### src/rtl/ifs_pkg.sv
package ifs_pkg;

  typedef enum logic [2:0] {
    ST_IDLE  = 3'd0,
    ST_ADDR  = 3'd1,
    ST_READ  = 3'd2,
    ST_LOAD  = 3'd3,
    ST_CHECK = 3'd4,
    ST_END   = 3'd5
  } ifs_step_e;

  typedef struct packed {
    logic done;
    logic to_exec;
  } ifs_exit_t;

  // Decide whether fetch stops after the byte just loaded, and where it goes.
  function automatic ifs_exit_t pick_exit(
    input logic at_first,
    input logic at_second,
    input logic at_third,
    input logic at_last,
    input logic noop_grp,
    input logic branch2,
    input logic addr2,
    input logic jump3
  );
    ifs_exit_t r;
    r = '0;
    if (at_first && noop_grp) begin
      r.done = 1'b1; r.to_exec = 1'b1;
    end else if (at_second && branch2) begin
      r.done = 1'b1; r.to_exec = 1'b1;
    end else if (at_second && addr2) begin
      r.done = 1'b1; r.to_exec = 1'b0;
    end else if (at_third && jump3) begin
      r.done = 1'b1; r.to_exec = 1'b1;
    end else if (at_last) begin
      r.done = 1'b1; r.to_exec = 1'b0;
    end
    return r;
  endfunction

endpackage

### src/rtl/ifs_exit_decide.sv
module ifs_exit_decide
  import ifs_pkg::*;
#(
  parameter int NBYTES = 4,
  localparam int IDX_W = (NBYTES > 1) ? $clog2(NBYTES) : 1
) (
  input  logic [IDX_W-1:0] byte_idx,
  input  logic             noop_grp,
  input  logic             branch2,
  input  logic             addr2,
  input  logic             jump3,
  output ifs_exit_t        verdict
);

  logic at_first, at_second, at_third, at_last;

  assign at_first  = (byte_idx == IDX_W'(0));
  assign at_second = (byte_idx == IDX_W'(1));
  assign at_third  = (byte_idx == IDX_W'(2));
  assign at_last   = (byte_idx == IDX_W'(NBYTES - 1));

  assign verdict = pick_exit(at_first, at_second, at_third, at_last,
                             noop_grp, branch2, addr2, jump3);

endmodule

### src/rtl/ifs_strobe_dec.sv
module ifs_strobe_dec #(
  parameter int NBYTES = 4,
  localparam int IDX_W = (NBYTES > 1) ? $clog2(NBYTES) : 1
) (
  input  logic              en,
  input  logic [IDX_W-1:0]  byte_idx,
  output logic [NBYTES-1:0] strobe
);

  // Byte g of the instruction lands in the lane counted from the top.
  for (genvar g = 0; g < NBYTES; g++) begin : g_lane
    assign strobe[NBYTES-1-g] = en && (byte_idx == IDX_W'(g));
  end

endmodule

### src/rtl/ifs_step_ctrl.sv
module ifs_step_ctrl
  import ifs_pkg::*;
#(
  parameter int NBYTES = 4,
  localparam int IDX_W = (NBYTES > 1) ? $clog2(NBYTES) : 1
) (
  input  logic             clk,
  input  logic             rst,
  input  logic             start_ok,
  input  logic             read_fin,
  input  ifs_exit_t        verdict,
  output ifs_step_e        step,
  output logic [IDX_W-1:0] byte_idx,
  output logic             to_exec
);

  ifs_step_e step_nx;

  always_comb begin
    step_nx = step;
    unique case (step)
      ST_IDLE:  if (start_ok) step_nx = ST_ADDR;
      ST_ADDR:  step_nx = ST_READ;
      ST_READ:  if (read_fin) step_nx = ST_LOAD;
      ST_LOAD:  step_nx = ST_CHECK;
      ST_CHECK: step_nx = verdict.done ? ST_END : ST_ADDR;
      ST_END:   step_nx = ST_IDLE;
      default:  step_nx = ST_IDLE;
    endcase
  end

  always_ff @(posedge clk) begin
    if (rst) begin
      step     <= ST_IDLE;
      byte_idx <= '0;
      to_exec  <= 1'b0;
    end else begin
      step <= step_nx;
      if (step == ST_IDLE) begin
        byte_idx <= '0;
      end else if (step == ST_CHECK) begin
        if (verdict.done) to_exec <= verdict.to_exec;
        else              byte_idx <= byte_idx + IDX_W'(1);
      end
    end
  end

endmodule

### src/rtl/ifetch_seq.sv
module ifetch_seq
  import ifs_pkg::*;
#(
  parameter int NBYTES = 4
) (
  input  logic              clk,
  input  logic              rst,
  input  logic              run_i,
  input  logic              fetch_i,
  input  logic              mem_done_i,
  input  logic              noop_grp_i,
  input  logic              branch2_i,
  input  logic              addr2_i,
  input  logic              jump3_i,
  output logic              mar_ld_o,
  output logic              pc_inc_o,
  output logic              mem_rd_o,
  output logic [NBYTES-1:0] ir_ld_o,
  output logic              fetch_clr_o,
  output logic              addr_set_o,
  output logic              exec_set_o
);

  localparam int IDX_W = (NBYTES > 1) ? $clog2(NBYTES) : 1;

  ifs_step_e        step;
  logic [IDX_W-1:0] byte_idx;
  logic             to_exec;
  ifs_exit_t        verdict;

  // Named internal events, visible to the bound checker.
  logic in_idle, start_ok, read_fin, byte_load, exit_now;

  assign in_idle   = (step == ST_IDLE);
  assign start_ok  = run_i && fetch_i;
  assign read_fin  = (step == ST_READ) && mem_done_i;
  assign byte_load = (step == ST_LOAD);
  assign exit_now  = (step == ST_END);

  ifs_step_ctrl #(.NBYTES(NBYTES)) u_ctrl (
    .clk      (clk),
    .rst      (rst),
    .start_ok (start_ok),
    .read_fin (read_fin),
    .verdict  (verdict),
    .step     (step),
    .byte_idx (byte_idx),
    .to_exec  (to_exec)
  );

  ifs_exit_decide #(.NBYTES(NBYTES)) u_decide (
    .byte_idx (byte_idx),
    .noop_grp (noop_grp_i),
    .branch2  (branch2_i),
    .addr2    (addr2_i),
    .jump3    (jump3_i),
    .verdict  (verdict)
  );

  ifs_strobe_dec #(.NBYTES(NBYTES)) u_strobe (
    .en       (byte_load),
    .byte_idx (byte_idx),
    .strobe   (ir_ld_o)
  );

  assign mar_ld_o    = (step == ST_ADDR);
  assign pc_inc_o    = (step == ST_ADDR);
  assign mem_rd_o    = (step == ST_READ);
  assign fetch_clr_o = exit_now;
  assign exec_set_o  = exit_now && to_exec;
  assign addr_set_o  = exit_now && !to_exec;

endmodule

### config.mk
export PLATFORM = sky130hd
export DESIGN_NAME = ifetch_seq
export DESIGN_NICKNAME = d
export VERILOG_FILES = /design/src/rtl/ifs_pkg.sv /design/src/rtl/ifs_exit_decide.sv /design/src/rtl/ifs_strobe_dec.sv /design/src/rtl/ifs_step_ctrl.sv /design/src/rtl/ifetch_seq.sv
export SDC_FILE = /design/constraint.sdc
export NUM_CORES = 1
export LEC_CHECK = 0
export BUFFER_PORTS_ARGS = -buffer_cell sky130_fd_sc_hd__buf_4
export CORE_AREA = 2 2 39 41
export CTS_BUF_LIST = sky130_fd_sc_hd__clkbuf_4
export DETAILED_ROUTE_END_ITERATION = 12
export DIE_AREA = 0 0 41 43
export MAX_ROUTING_LAYER = met4
export PLACE_DENSITY = 0.71
export REMOVE_ABC_BUFFERS = 1
export SLEW_MARGIN = 20
export SYNTH_ARGS = -nofsm -noshare
export SYNTH_HDL_FRONTEND = slang
export SYNTH_SLANG_ARGS = --single-unit
export TNS_END_PERCENT = 30
### constraint.sdc
create_clock -name clk -period 2.7 [get_ports clk]
set_clock_uncertainty 0.15 [all_clocks]
set_input_delay 0.54 -clock clk [delete_from_list [all_inputs] [get_ports clk]]
set_output_delay 0.54 -clock clk [all_outputs]
set_load 0.02 [all_outputs]
==> results of run 1 <==
-- routing by layer --
layer,part of all wire,track usage
met1,0.43,0.136
met4,0,0.0400
met2,0.51,0.194
met5,0,-
met3,0.056,0.0471
-- registers in the layout (all words and copies together), names as in the netlist --
register / flops
u_ctrl.to_exec: 1
u_ctrl.byte_idx: 2
u_ctrl.step: 3
-- synthesized netlist by cell type (all sizes together) (2+ instances only) --
master | instances | share of area
a22o | 2 | 0.037
and2 | 6 | 0.080
and3b | 2 | 0.037
buf | 4 | 0.067
dfxtp | 6 | 0.26
ha | 4 | 0.11
inv | 4 | 0.032
nor3 | 5 | 0.077
nor3b | 2 | 0.032
or3 | 2 | 0.027
-- worst max-delay path: stages, from the launching register on --
cell,delay (ns)
dfxtp_1,0.47
and3b_1,0.26
and2_1,0.17
buf_4,0.15
-- cells by family (layout without fill, tap and decap cells) --
family,after synthesis,in the layout,share of synthesized area
buf+inv,8,25,0.0986
mux,2,2,0.0453
simple gates,22,22,0.323
fa+ha+maj,4,4,0.107
compound gates,8,8,0.152
xor+xnor,1,1,0.0187
flops,6,6,0.256
-- metrics by stage --
step           hold WS [ns]  utilization  instance area [sq um]
2_1_floorplan         0.292            -                    438
5_1_grt               0.363        0.445                    616
4_1_cts               0.339        0.445                    616
3_3_place_gp          0.318        0.429                    593
6_report              0.334        0.445                    616
3_5_place_dp          0.333        0.429                    593
-- power groups by stage --
stage | clock, uW | combinational (uW) | sequential, uW
3_5_place_dp | 0 | 47.3 | 103
5_1_grt | 91.1 | 51.0 | 103
4_1_cts | 87.2 | 47.4 | 101
2_1_floorplan | 0 | 26.0 | 101
6_report | 83.9 | 47.1 | 101
3_3_place_gp | 0 | 46.2 | 102
-- layout make-up --
| cell class | instances | area (sq um) |
|---|---|---|
| clock buffers | 3 | 22.5 |
| fillers | 151 | 768 |
| inverters | 4 | 15.0 |
| multi-input cells | 37 | 303 |
| flip-flops and latches | 6 | 120 |
| well taps | 16 | 20.0 |
| repair buffers | 18 | 135 |
-- how the worst min path moves through the flow --
stage / from / endpoint / depth (start not counted)
6_report: u_ctrl.to_exec / u_ctrl.to_exec / 2
3_5_place_dp: u_ctrl.to_exec / u_ctrl.to_exec / 2
3_3_place_gp: u_ctrl.to_exec / u_ctrl.to_exec / 2
5_1_grt: rst / u_ctrl.to_exec / 2
4_1_cts: u_ctrl.to_exec / u_ctrl.to_exec / 2
2_1_floorplan: u_ctrl.to_exec / u_ctrl.to_exec / 2
==> metrics.cfg, run 1 <==
[timing]
fin_crit_sh = 0.736
fin_tns_setup_ns = 0
worst_slew_pin_slew_ns = 0.349
fin_ws_ns = 0.714
clock.fmax_mhz = 504
finalHoldViolCount = 0
min_period_ns = 1.99
rsz0062_at_grt = false
setup_viol = 0
slew_headroom = 0.761
maxSlewViolCount = 0

[route]
wl_per_cell_um = 11.1
drc = 0
ant_nets = 0
drtIter0Drc = 6
routed-via-count = 417
wl_um = 936
viasPerCell = 4.96
drt_pre_antenna_iters = 4

[floorplan]
die_width_um = 41
die-area_sq_um = 1760
coreArea_sq_um = 1380
start_util = 0.339
rows = 14
die_y_um = 43
io_pins = 19

[logic_synthesis]
syn_area_per_cell_sq_um = 9.20
synth_seq_cells = 6
synth_edf_count = 0
synthFlopType = dfxtp_1
synth-async-reset-ratio = 0
ys_seq_area_frac = 0.256
synth_cell_type_count = 27
yosys_warnings = 0
synthCells = 51
syn_area_sq_um = 469

[setup_path]
worstPathArrival_ns = 1.30
path_class = reg2out
reg2reg_depth = 5
cp-endpoint = ir_ld_o[0]
startpoint_type = flop
ff2ff_setup_slack_ns = 0.81
r2r-start = u_ctrl.byte_idx[0]
timing.rr.end = u_ctrl.byte_idx[0]
worst_setup_path_end_kind = primary output
cp.required_ns = 2.01
crit_start = u_ctrl.step[2]
critPathMaxFanout = 10

[clock_tree]
clockBufferDepth = 2
post-cts-setup-buffer-count = 0
numCtsBuffers = 3
htreeDepth = 1
cts.hold.buffers_added = 0
tritoncts = done
root_buffer = clkbuf_4
clk_latency_ns = 0.25
cts_sinks = 6
cts_resized = 0
cts.reportedPaths.clkPinSlew_ns = 0.05

[cells_and_area]
nets = 83
final_common_cell = buf_4
n_antenna_cell = 0
layout-drive-gt1-share = 0.353
final_cell_mix = buf_4 (18), and2_1 (6), dfxtp_1 (6)
syn2layout_area_growth_pct = 31.2
fin_cells = 84

[placed_design]
dp_hpwl_um = 746
dp.cells = 81
port_buffers = 18
gp_congestion = 0.662
dp_slack_ns = 0.822

[hold_path]
hold_class = reg2reg

[pwr]
p_int_uw = 169
power_frac_seq = 0.435
power_frac_comb = 0.203
p_leak_uw = 0.000277
switching_share = 0.273
p_total_uw = 232
p_clk_frac = 0.362
p_per_area_nw_per_um2 = 377
vdd_drop_max_v = 0.000207
switchingPower_uw = 63.3

[grt]
grt.total_usage = 0.123
grt_pass1_vias = 373
antenna_found_initial = 0
grt_max_degree = 11
overflow = 0
grt_pass1_wl_um = 1460

[outcome]
status = finished clean

[job]
maxCapViolCount = 0

Note: power is estimated with default switching activity, not from simulation.
==> inputs of run 2 (changes only) <==
==> constraint.sdc (replaced) <==
create_clock -name clk -period 1.9 [get_ports clk]
set_clock_uncertainty 0.15 [all_clocks]
set_input_delay 0.38 -clock clk [delete_from_list [all_inputs] [get_ports clk]]
set_output_delay 0.38 -clock clk [all_outputs]
set_load 0.02 [all_outputs]
==> run 2 against run 1 <==
Flip-flop and latch count unchanged. Cell count increased by 2.4%. Global-route usage increased by 0.50 points. Clock power increased by 50%. Sequential share of layout area decreased by 0.14 points. Critical path type is now reg2reg. Critical endpoint is now u_ctrl.byte_idx[0]. Largest cell class unchanged. Largest power group unchanged.
==> metrics.cfg, run 2 (synthesized netlist as in run 1, its figures left out) <==
[route]
drc = 0  ; unchanged
wl_met3_um = 41  ; -21%
routed-via-count = 430  ; +3.1%
wl_per_cell_um = 11.5  ; +3.3%
top_layer = met4
viasPerCell = 5.00  ; +0.72%
met2WireLength_um = 557  ; +17%
wl_met1_um = 374  ; -8.1%
ant_nets = 0  ; unchanged
drtIter0Drc = 4  ; -2
wl_um = 990  ; +5.8%
drt_pre_antenna_iters = 3  ; -1

[job]
maxCapViolCount = 0  ; unchanged

[timing]
finalHoldViolCount = 0  ; unchanged
min_period_ns = 1.83
fin_crit_sh = 0.963
maxSlewViolCount = 0  ; unchanged
fin_tns_setup_ns = 0  ; unchanged
setup_viol = 0  ; unchanged
whs_ns = 0.194  ; -0.141 ns
slew_headroom = 0.780  ; +0.0186
clock.fmax_mhz = 547
worst_slew_pin_slew_ns = 0.322  ; -0.0271 ns

[pwr]
p_int_uw = 241  ; +43%
switchingPower_uw = 96.6  ; +53%
power_frac_comb = 0.202  ; about the same
p_clk_frac = 0.372  ; +0.010
p_leak_uw = 0.000287  ; +3.6%
power_frac_seq = 0.426  ; -0.009
vdd_drop_max_v = 0.000226  ; +9.2%
p_per_area_nw_per_um2 = 528  ; +40%
switching_share = 0.286  ; +0.0131

[setup_path]
reg2reg_depth = 5  ; unchanged
cp.required_ns = 1.88  ; -0.13 ns
timing.critical_path.buf_inv = 1  ; unchanged
slowest_stage = a221o_1
slowest_delay_ns = 0.40  ; -0.07 ns
ff2ff_setup_slack_ns = 0.07  ; -0.74 ns
r2r-start = u_ctrl.byte_idx[1]
cp_top_family = compound AO/OA/AOI/OAI gates
startpoint_type = flop
crit_chain = inv_1 > ha_2 > a221o_1 > nor3_4 > mux2_1
timing.rr.end = u_ctrl.byte_idx[0]
worst_setup_path_end_kind = flop
path_class = reg2reg
worstPathArrival_ns = 1.81  ; +0.51 ns
critPathMaxFanout = 4  ; -6

[hold_path]
holdCritStartpoint = rst
hold_class = in2reg
hold_path_depth = 2  ; unchanged
min_to = u_ctrl.to_exec

[floorplan]
rows = 14  ; unchanged
die_y_um = 43  ; unchanged
die_width_um = 41  ; unchanged
start_util = 0.339  ; unchanged
die-area_sq_um = 1760  ; unchanged
io_pins = 19  ; unchanged
coreArea_sq_um = 1380  ; unchanged

[clock_tree]
numCtsBuffers = 3  ; unchanged
clk_latency_ns = 0.26  ; about the same
clockBufferDepth = 2  ; unchanged
htreeDepth = 1  ; unchanged
cts_sinks = 6  ; unchanged
tritoncts = done
root_buffer = clkbuf_4
cts.reportedPaths.clkPinSlew_ns = 0.05  ; about the same
cts.hold.buffers_added = 0  ; unchanged

[cells_and_area]
final_common_cell = buf_4
layout-drive-gt1-share = 0.443  ; +0.0899
syn2layout_area_growth_pct = 36.3
nets = 85  ; +2.4%
largestRegisters = u_ctrl.step (3), u_ctrl.byte_idx (2), u_ctrl.to_exec (1)
final_cell_mix = buf_4 (20), and2_1 (6), inv_1 (4), nor3_1 (4)
n_antenna_cell = 0  ; unchanged
largest_reg_flops = 3  ; unchanged
nFillCells = 135  ; -11%
regMostFlops = u_ctrl.step

[grt]
grt_pass1_wl_um = 1490  ; +1.9%
grt.total_usage = 0.128  ; +0.00502
grt_max_degree = 11  ; unchanged
overflow = 0  ; unchanged
grt_pass1_vias = 423  ; +13%
antenna_found_initial = 0  ; unchanged

[outcome]
status = finished clean

[placed_design]
dp_hpwl_um = 758  ; +1.6%
port_buffers = 18  ; unchanged
gp_congestion = 0.727  ; +9.8%

-- run 2: metal layers --
metal / GRT usage / up-vias
li1: - / 218
met1: 0.119 / 200
met2: 0.216 / 10
met3: 0.0157 / 2
met4: 0.100 / 0
met5: - / -
-- run 2: worst max path at each step --
stage	start	to	cells past startpoint
after floorplan	u_ctrl.step[0]	mar_ld_o	1
after global placement	u_ctrl.byte_idx[0]	u_ctrl.byte_idx[0]	5
after detailed placement	u_ctrl.byte_idx[0]	u_ctrl.byte_idx[0]	5
after CTS	u_ctrl.byte_idx[0]	u_ctrl.byte_idx[0]	5
after global routing	u_ctrl.byte_idx[1]	u_ctrl.byte_idx[0]	5
final	u_ctrl.byte_idx[1]	u_ctrl.byte_idx[0]	5
-- run 2: power groups by stage --
stage                     clock network [uW]  registers (uW)  logic (uW)
after detailed placement                   0             145        68.3
after CTS                                127             143        68.5
after global placement                     0             145        67.0
after floorplan                            0             143        36.9
after global routing                     132             145        74.4
final                                    126             144        68.1
-- run 2: timing repair --
action	in CTS	in global routing
resized for setup	0	5
setup buffers	0	1
setup endpoints to repair	0	2
-- run 2: metrics by stage --
stage / instances / utilization / area [sq um] / setup WS [ns] / power [uW]
2_1_floorplan: 47 / - / 438 / -0.0218 / 180
3_3_place_gp: 82 / 0.434 / 601 / 0.0671 / 212
3_5_place_dp: 82 / 0.434 / 601 / 0.0185 / 213
4_1_cts: 85 / 0.450 / 623 / 0.0158 / 339
5_1_grt: 86 / 0.462 / 639 / -0.00371 / 351
6_report: 86 / 0.462 / 639 / 0.0711 / 338
-- run 2: final cells by class --
type,count,area [sq um],share of cell area
flip-flops and latches,6,124,0.194
multi-input cells,37,308,0.481
clock buffers,3,22.5,0.0352
repair buffers,20,150,0.235
well taps,16,20.0,0.0313
inverters,4,15.0,0.0235
-- run 2: worst register-to-register path, delay by kind of cell (launching register included) --
kind                       cells  cell delay (ns)
AOI/OAI and AO/OA              1             0.40
DFF                            1             0.34
muxes                          1             0.33
and+or+nand+nor                1             0.23
adders and majority gates      1             0.19
buffers and inverters          1             0.07
==> inputs of run 3 (changes only) <==
--- a/config.mk
+++ b/config.mk
@@ -7,7 +7,7 @@
 export LEC_CHECK = 0
 export BUFFER_PORTS_ARGS = -buffer_cell sky130_fd_sc_hd__buf_4
 export CORE_AREA = 2 2 39 41
-export CTS_BUF_LIST = sky130_fd_sc_hd__clkbuf_4
+export CTS_BUF_LIST = sky130_fd_sc_hd__clkbuf_8
 export DETAILED_ROUTE_END_ITERATION = 12
 export DIE_AREA = 0 0 41 43
 export MAX_ROUTING_LAYER = met4
==> run 3 against run 2 <==
First-iteration DRC count shrank 50%. Non-clock buffer count unchanged. Worst hold slack improved by 0.036 ns. Register-to-register slack hardly changed. Via count down 1.2%. Count of clock-buffer cells in the layout unchanged. Sequential share of layout area down 0.71 points. Utilization is 1.3 points higher. Combinational power is essentially flat. Critical path depth stayed put. Routed wire length fell by 0.30%. Flip-flop and latch count is the same. Largest cell class unchanged. Largest power group is now the clock network.
==> metrics.cfg, run 3 (synthesized netlist as in run 1, its figures left out) <==
[grt]
overflow = 0  ; unchanged
grt.total_usage = 0.133  ; +0.00515
grt_max_degree = 11  ; unchanged
grt_pass1_vias = 427  ; +0.95%
antenna_found_initial = 0  ; unchanged
grt_pass1_wl_um = 1530  ; +2.8%

[timing]
min_period_ns = 1.82  ; -0.00499 ns
fin_crit_sh = 0.960  ; -0.00262
clock.fmax_mhz = 548  ; +0.27%
setup_viol = 0  ; unchanged
worst_slew_pin_slew_ns = 0.333  ; +0.0113 ns
maxSlewViolCount = 0  ; unchanged
fin_ws_ns = 0.0761  ; +0.00499 ns
finalHoldViolCount = 0  ; unchanged
slew_headroom = 0.772  ; -0.00772

[floorplan]
start_util = 0.339  ; unchanged
die-area_sq_um = 1760  ; unchanged
io_pins = 19  ; unchanged
die_y_um = 43  ; unchanged
rows = 14  ; unchanged
coreArea_sq_um = 1380  ; unchanged
die_width_um = 41  ; unchanged

[setup_path]
worst_setup_path_end_kind = flop
worstPathArrival_ns = 1.77  ; -0.04 ns
reg2reg_depth = 5  ; unchanged
startpoint_type = flop
r2r-start = u_ctrl.byte_idx[1]
path_class = reg2reg
ff2ff_setup_slack_ns = 0.08  ; about the same
cp.required_ns = 1.85  ; -0.03 ns
timing.rr.end = u_ctrl.byte_idx[0]
critPathMaxFanout = 4  ; unchanged

[route]
drtIter0Drc = 2  ; -2
wl_met3_um = 49  ; +20%
ant_nets = 0  ; unchanged
routed-via-count = 425  ; -1.2%
viasPerCell = 4.94  ; -1.2%
met2WireLength_um = 550  ; -1.3%
drc = 0  ; unchanged
wl_met1_um = 374  ; unchanged
wl_per_cell_um = 11.5  ; -0.30%
drt_pre_antenna_iters = 4  ; +1
wl_um = 987  ; -0.30%
top_layer = met4

[clock_tree]
numCtsBuffers = 3  ; unchanged
cts_sinks = 6  ; unchanged
tritoncts = done
clockBufferDepth = 2  ; unchanged
cts.reportedPaths.clkPinSlew_ns = 0.04  ; about the same
htreeDepth = 1  ; unchanged
clk_latency_ns = 0.22  ; -0.04 ns
root_buffer = clkbuf_8

[cells_and_area]
final_common_cell = buf_4
final_cell_mix = buf_4 (20), and2_1 (6), inv_1 (4), nor3_1 (4), dfxtp_1 (4)
layout-drive-gt1-share = 0.429  ; -0.0143
nFillCells = 132  ; -2.2%
nets = 85  ; unchanged
largestRegisters = u_ctrl.step (3), u_ctrl.byte_idx (2), u_ctrl.to_exec (1)
largest_reg_flops = 3  ; unchanged
regMostFlops = u_ctrl.step
n_antenna_cell = 0  ; unchanged
syn2layout_area_growth_pct = 40.0
fin_cells = 86  ; unchanged

[pwr]
p_leak_uw = 0.000294  ; +2.6%
p_total_uw = 403  ; +19%
p_per_area_nw_per_um2 = 614  ; +16%
vdd_drop_max_v = 0.000302  ; +34%

[hold_path]
min_to = u_ctrl.to_exec
holdCritStartpoint = rst
hold_class = in2reg
hold_path_depth = 2  ; unchanged

[placed_design]
dp.cells = 82  ; unchanged
dp_slack_ns = 0.0185  ; unchanged
gp_congestion = 0.727  ; unchanged
dp_hpwl_um = 758  ; unchanged
port_buffers = 18  ; unchanged

[job]
maxCapViolCount = 0  ; unchanged

[outcome]
status = finished clean

## run 3: cell counts in the layout (fill, tap and decap cells not counted)
Identical to the previous run, type by type.
## run 3: worst max-delay path, stage by stage, from the launching register on
cell	delay, ns
dfxtp_2	0.34
inv_1	0.07
ha_2	0.19
a221o_1	0.40
nor3_4	0.22
mux2_1	0.33
## run 3: how the worst max path moves through the flow
stage                                  start                  to  slack [ns]  cells after the start
after floorplan               u_ctrl.step[0]            mar_ld_o       -0.02                      1
after global placement    u_ctrl.byte_idx[0]  u_ctrl.byte_idx[0]        0.07                      5
after detailed placement  u_ctrl.byte_idx[0]  u_ctrl.byte_idx[0]        0.02                      5
after CTS                 u_ctrl.byte_idx[0]  u_ctrl.byte_idx[0]        0.02                      5
after global routing      u_ctrl.byte_idx[1]  u_ctrl.byte_idx[0]      -0.002                      5
final                     u_ctrl.byte_idx[1]  u_ctrl.byte_idx[0]        0.08                      5
## run 3: area by class of cell
type,count,area (sq um),share of cell area
Clock buffer,3,41.3,0.0629
Inverter,4,15.0,0.0229
Multi-Input combinational cell,37,308,0.469
Sequential cell,6,123,0.187
Tap cell,16,20.0,0.0305
Timing Repair Buffer,20,150,0.229
## run 3: per-stage QoR
step	TNS, ns	hold WS [ns]	cell area (sq um)	util
4_1_cts	0	0.224	642	0.464
2_1_floorplan	-0.0436	0.292	438	-
3_5_place_dp	0	0.328	601	0.434
5_1_grt	-0.00226	0.233	657	0.475
6_report	0	0.229	657	0.475
3_3_place_gp	0	0.321	601	0.434
## run 3: what timing repair did
item	CTS	global route
endpoints found under the setup margin	0	1
gates resized for setup	0	4
setup buffers	0	1
hold buffers	0	0
## run 3: power by group
part	leakage, uW	internal (uW)	switching, uW	total (uW)
logic	0.000223	36.7	31.3	68.0
registers	0.0000497	132	11.6	144
clock network	0.0000216	136	55.1	191
total	0.000294	305	98.0	403
## run 3: routing by layer
metal | track usage | vias to the layer above
met5 | - | -
met4 | 0.0800 | 0
met3 | 0.0471 | 2
met2 | 0.219 | 11
met1 | 0.123 | 195
li1 | - | 217
